**src/rtl/wp_pkg.sv**
```systemverilog
package wp_pkg;
    localparam int ADDR_W    = 32;
    localparam int DATA_W    = 32;
    localparam int BUS_CTL_W = 8;
    localparam int ADDR_CTL_W = 5;
    localparam int EXT_W     = 2;
    localparam int COND_W    = BUS_CTL_W + 1 + EXT_W;
    localparam int RANGE_BIT = BUS_CTL_W;
    localparam int WR_W      = (ADDR_W > DATA_W) ? ADDR_W : DATA_W;

    typedef enum logic [2:0] {
        SEL_AVAL = 3'd0,
        SEL_AMSK = 3'd1,
        SEL_DVAL = 3'd2,
        SEL_DMSK = 3'd3,
        SEL_CVAL = 3'd4,
        SEL_CMSK = 3'd5,
        SEL_CFG  = 3'd6,
        SEL_NONE = 3'd7
    } wp_sel_e;

    typedef struct packed {
        logic [ADDR_W-1:0] av;
        logic [ADDR_W-1:0] am;
        logic [DATA_W-1:0] dv;
        logic [DATA_W-1:0] dm;
        logic [COND_W-1:0] cv;
        logic [COND_W-1:0] cm;
        logic              en;
    } wp_regs_t;
endpackage

```
**src/rtl/wp_regs.sv**
```systemverilog
module wp_regs
    import wp_pkg::*;
(
    input  logic            clk,
    input  logic            rst_n,
    input  logic            wr_hit,
    input  logic [2:0]      wr_sel,
    input  logic [WR_W-1:0] wr_data,
    output wp_regs_t        regs
);
    always_ff @(posedge clk) begin
        if (!rst_n) begin
            regs.av <= '0;
            regs.am <= '1;
            regs.dv <= '0;
            regs.dm <= '1;
            regs.cv <= '0;
            regs.cm <= '1;
            regs.en <= 1'b0;
        end else if (wr_hit) begin
            case (wp_sel_e'(wr_sel))
                SEL_AVAL: regs.av <= wr_data[ADDR_W-1:0];
                SEL_AMSK: regs.am <= wr_data[ADDR_W-1:0];
                SEL_DVAL: regs.dv <= wr_data[DATA_W-1:0];
                SEL_DMSK: regs.dm <= wr_data[DATA_W-1:0];
                SEL_CVAL: regs.cv <= wr_data[COND_W-1:0];
                SEL_CMSK: regs.cm <= wr_data[COND_W-1:0];
                SEL_CFG:  regs.en <= wr_data[0];
                default:  ;
            endcase
        end
    end

    AST_WRITE_LANDS: assert property (@(posedge clk) disable iff (!rst_n)
        (wr_hit && wr_sel == SEL_AVAL) |=> (regs.av == $past(wr_data[ADDR_W-1:0])));
    AST_IDLE_SEL_HOLDS: assert property (@(posedge clk) disable iff (!rst_n)
        (wr_hit && wr_sel == SEL_NONE) |=> $stable(regs));
endmodule

```
**src/rtl/wp_cmp.sv**
```systemverilog
module wp_cmp
    import wp_pkg::*;
(
    input  wp_regs_t             regs,
    input  logic [ADDR_W-1:0]    bus_addr,
    input  logic [DATA_W-1:0]    bus_data,
    input  logic [BUS_CTL_W-1:0] bus_ctl,
    input  logic                 range_in,
    input  logic [EXT_W-1:0]     ext_q,
    output logic                 rng,
    output logic                 full
);
    localparam int HI_W = COND_W - BUS_CTL_W;

    logic            addr_ok, data_ok, ctl_lo_ok, ctl_hi_ok, cond_ok;
    logic [HI_W-1:0] cond_hi;

    always_comb begin
        addr_ok   = &(~(regs.av ^ bus_addr) | regs.am);
        data_ok   = &(~(regs.dv ^ bus_data) | regs.dm);
        ctl_lo_ok = &(~(regs.cv[ADDR_CTL_W-1:0] ^ bus_ctl[ADDR_CTL_W-1:0])
                      | regs.cm[ADDR_CTL_W-1:0]);
        ctl_hi_ok = &(~(regs.cv[BUS_CTL_W-1:ADDR_CTL_W] ^ bus_ctl[BUS_CTL_W-1:ADDR_CTL_W])
                      | regs.cm[BUS_CTL_W-1:ADDR_CTL_W]);
        cond_hi   = {ext_q, range_in};
        cond_ok   = &(~(regs.cv[COND_W-1:BUS_CTL_W] ^ cond_hi) | regs.cm[COND_W-1:BUS_CTL_W]);
        rng       = addr_ok && ctl_lo_ok && data_ok && ctl_hi_ok;
        full      = rng && cond_ok;
    end

    always_comb begin
        if (&regs.am && &regs.dm && &regs.cm[BUS_CTL_W-1:0]) begin
            AST_ALL_MASKED_RNG: assert (rng);
        end
    end
endmodule

```
**src/rtl/wp_pair.sv**
```systemverilog
module wp_pair
    import wp_pkg::*;
(
    input  logic                 clk,
    input  logic                 rst_n,
    input  logic                 wr_en,
    input  logic                 wr_unit,
    input  logic [2:0]           wr_sel,
    input  logic [WR_W-1:0]      wr_data,
    input  logic [ADDR_W-1:0]    bus_addr,
    input  logic [DATA_W-1:0]    bus_data,
    input  logic [BUS_CTL_W-1:0] bus_ctl,
    input  logic [EXT_W-1:0]     dbg_ext,
    output logic [1:0]           rng_out,
    output logic                 bkpt_hit
);
    localparam int N_UNITS = 2;

    logic [EXT_W-1:0]   ext_q;
    logic [N_UNITS-1:0] rng_core, full_core, en_vec, rin;

    assign rin = {1'b0, rng_core[1]};

    for (genvar u = 0; u < N_UNITS; u++) begin : g_unit
        wp_regs_t regs;

        wp_regs u_regs (
            .clk     (clk),
            .rst_n   (rst_n),
            .wr_hit  (wr_en && (wr_unit == 1'(u))),
            .wr_sel  (wr_sel),
            .wr_data (wr_data),
            .regs    (regs)
        );

        wp_cmp u_cmp (
            .regs     (regs),
            .bus_addr (bus_addr),
            .bus_data (bus_data),
            .bus_ctl  (bus_ctl),
            .range_in (rin[u]),
            .ext_q    (ext_q),
            .rng      (rng_core[u]),
            .full     (full_core[u])
        );

        assign en_vec[u] = regs.en;
    end

    always_ff @(posedge clk) begin
        if (!rst_n) begin
            ext_q    <= '0;
            bkpt_hit <= 1'b0;
        end else begin
            ext_q    <= dbg_ext;
            bkpt_hit <= |(en_vec & full_core);
        end
    end

    assign rng_out = rng_core;

    AST_HIT_NEEDS_ENABLE: assert property (@(posedge clk) disable iff (!rst_n)
        bkpt_hit |-> $past(|en_vec));
    AST_HIT_NEEDS_RANGE: assert property (@(posedge clk) disable iff (!rst_n)
        bkpt_hit |-> $past(|(rng_out & en_vec)));
    AST_DISABLED_U1_SILENT: assert property (@(posedge clk) disable iff (!rst_n)
        (!en_vec[0] && !en_vec[1]) |=> !bkpt_hit);
endmodule

```
**config.mk**
```make
export PLATFORM = sky130hd
export DESIGN_NAME = wp_pair
export DESIGN_NICKNAME = d
export VERILOG_FILES = /design/src/rtl/wp_pkg.sv /design/src/rtl/wp_regs.sv /design/src/rtl/wp_cmp.sv /design/src/rtl/wp_pair.sv
export SDC_FILE = /design/constraint.sdc
export NUM_CORES = 1
export LEC_CHECK = 0
export ABC_CLOCK_PERIOD_IN_PS = 2000
export CAP_MARGIN = 0
export CORE_MARGIN = 2
export CORE_UTILIZATION = 50
export CTS_BUF_LIST = sky130_fd_sc_hd__clkbuf_8
export CTS_CLUSTER_DIAMETER = 30
export DETAILED_ROUTE_END_ITERATION = 10
export PLACE_DENSITY = 0.82
export SLEW_MARGIN = 20
export SYNTH_ARGS = -nofsm -noshare
export SYNTH_HDL_FRONTEND = slang
export SYNTH_SLANG_ARGS = --single-unit
```
**constraint.sdc**
```tcl
create_clock -name clk -period 2 [get_ports clk]
set_input_delay 0.5 -clock clk [delete_from_list [all_inputs] [get_ports clk]]
set_output_delay 0.5 -clock clk [all_outputs]
set_load 0.02 [all_outputs]
```
==> results.json <==
{
  "clockBufferDepth": 3,
  "yosysSeqAreaShare_pct": 46.7,
  "leakagePower_nw": 7.10,
  "root_buffer": "clkbuf_8",
  "violations": "negative setup slack",
  "dieHeight_um": 166,
  "htreeDepth": 2,
  "syn_avg_cell_area_um2": 8.05,
  "slew_headroom_pct": 22.7,
  "critPathMaxFanout": 2,
  "hp-class": "primary input to flop",
  "cts_tree": "done",
  "crit_family": "simple AND/OR/NAND/NOR gates",
  "layout_common_cells": "589 x nand2_1, 294 x dfxtp_1, 155 x nand3_1",
  "routed_via_density": 5.94,
  "finalNetCount": 1896,
  "skew_ns": 0.0351,
  "async_flop_share_pct": 0,
  "coreArea_um2": 25800,
  "final_antenna_net_count": 0,
  "drive_gt1_share_pct": 19.0,
  "worst_slack_ns": -0.848,
  "worstMarginPinSlew_ns": 1.16,
  "cts.sinks": 305,
  "finalInstanceArea_um2": 17300,
  "startpoint_type": "flop",
  "io-pin-count": 116,
  "worst_path_max_delay_cell": "nor4_2",
  "crit_buf_inv": 1,
  "fin_cells": 2160,
  "fin_crit_ns": 2.85,
  "syn_nets": 1736,
  "r2r_slack_ns": -0.36,
  "worst-setup-path-type": "flop to primary output",
  "end_kind": "primary output",
  "cts_buffers": 57,
  "grt_max_degree": 70,
  "first_pass_iters": 8,
  "max_stage_delay_ns": 0.36,
  "drt_iter0_markers": 1755,
  "final_common_cell": "nand2_1",
  "synthCells": 1623,
  "ys_warn_count": 0,
  "routedWlPerCell_um": 21.7,
  "area_growth_pct": 32.7,
  "rows": 59,
  "grt_pass1_wl_um": 70500,
  "cp_data_arrival_time_ns": 2.35,
  "vdd_drop_max_mv": 0.875,
  "initial_core_util_pct": 50.6,
  "drv_cap": 0,
  "synth_edf_count": 0,
  "grt_use_total_pct": 32.8,
  "finalHoldViolCount": 0,
  "hpwl_um": 29500,
  "clock.fmax_ghz": 0.351,
  "clk_latency_ns": 0.61,
  "synth_ff_type": "dfxtp_1",
  "fillCellCount": 1902,
  "worstPathRequired_ns": 1.50,
  "gr-total-overflow": 0,
  "syn_area_um2": 13100,
  "fp.dieArea_um2": 27400,
  "antenna_found_initial": 0,
  "maxSlewViolCount": 0,
  "dpl_cell_area_um2": 15200,
  "n_antenna_cell": 0,
  "dpl.cell_count": 2058,
  "ys_ff_latch": 305,
  "timing.final.crit_share_pct": 142,
  "clk_pin_slew_ns": 0.06,
  "die_width_um": 166,
  "port_buffers": 115,
  "path_cells": "xnor2_1 > o22ai_2 > nor4_2 > nand4_1 > nor3_4 > buf_6",
  "power_density_nw_per_um2": 826,
  "grt_pass1_vias": 12800,
  "rsz0062_at_grt": "true",
  "status": "finished with violations",
  "routed_wirelength_um": 46800,
  "synth_cell_types": 34,
  "setup_violations": 3,
  "drc": 0,
  "vias": 12800,
  "place.gp.congestion": 0.965
}
-- path summary, 6_finish.rpt --
check                             startpoint                   endpoint  depth (start not counted)
hold reg to reg    g_unit[1].u_regs.regs[57]  g_unit[1].u_regs.regs[57]                          2
setup / recovery  g_unit[1].u_regs.regs[132]                 rng_out[1]                          6
hold / removal                         rst_n  g_unit[1].u_regs.regs[93]                          2
setup reg to reg  g_unit[1].u_regs.regs[132]                   bkpt_hit                          7
-- layer usage --
layer / wire, µm / GRT usage (%) / vias to the layer above
met5: 0 / 0 / -
met4: 3790 / 23.0 / 0
met3: 5870 / 8.17 / 294
met2: 20800 / 51.8 / 935
met1: 16300 / 39.3 / 5947
li1: - / - / 5652
-- kinds of logic after synthesis --
group                  after synthesis  synth area share (%)
buffers and inverters              129                  4.54
AO/OA/AOI/OAI                      220                  11.9
flip-flops                         305                  46.7
AND/OR/NAND/NOR                    810                  26.0
multiplexers                        11                 0.843
XOR/XNOR                           148                  9.92
-- where the power goes --
| group | internal [W] | switching (W) | leakage (nW) |
|---|---|---|---|
| combinational | 0.000722 | 0.000846 | 3.96 |
| clock | 0.00371 | 0.00278 | 0.666 |
| sequential | 0.00619 | 0.0000804 | 2.48 |
| total | 0.0106 | 0.00370 | 7.10 |
-- cell type report --
type,instances,area [µm²],share of cell area (%)
flip-flops and latches,305,6120,35.3
multi-input cells,1189,7310,42.2
repair buffers,228,2240,12.9
well taps,335,419,2.42
clock inverters,31,275,1.59
clock buffers,70,963,5.56
inverters,2,7.51,0.0433
-- what timing repair did --
| item | in CTS | in global routing |
|---|---|---|
| pin swaps | 53 | 17 |
| gates resized for setup | 181 | 37 |
| hold buffers | 0 | 0 |
| setup endpoints to repair | 3 | 4 |
| setup buffers | 2 | 0 |
| hold endpoints to repair | 0 | 0 |
-- sequential cells by signal, indices dropped and copies added, names as in the netlist --
signal / cells
bkpt_hit: 1
g_unit.u_regs.regs: 302
ext_q: 2
-- cell usage after synthesis, types with 3 or more instances --
master | instances | area, µm²
mux2i_1 | 11 | 110
a21boi_1 | 61 | 458
clkbuf_1 | 85 | 319
o22ai_1 | 73 | 457
nor3_2 | 3 | 30.0
dfxtp_1 | 305 | 6110
nand3_1 | 156 | 781
xnor2_1 | 148 | 1300
buf_2 | 18 | 90.1
nor4_1 | 17 | 106
nor2b_1 | 13 | 81.3
a21boi_0 | 80 | 601
buf_4 | 23 | 173
nor2_1 | 11 | 41.3
nand2_1 | 591 | 2220
-- stage by stage --
| step | power, W | hold slack [ns] | util (%) | TNS [ns] | worst slack (ns) |
|---|---|---|---|---|---|
| after CTS | 0.0142 | 0.225 | 66.4 | -1.73 | -0.772 |
| after global placement | 0.00774 | 0.450 | 58.8 | -45.99 | -1.66 |
| final | 0.0143 | 0.255 | 67.1 | -1.98 | -0.848 |
| after detailed placement | 0.00776 | 0.455 | 58.8 | -55.96 | -1.63 |
| after global routing | 0.0147 | 0.254 | 67.1 | -2.06 | -0.879 |
| after floorplan | 0.00704 | 0.440 | - | 0 | 0.0210 |
(Power assumes the default switching activity.)
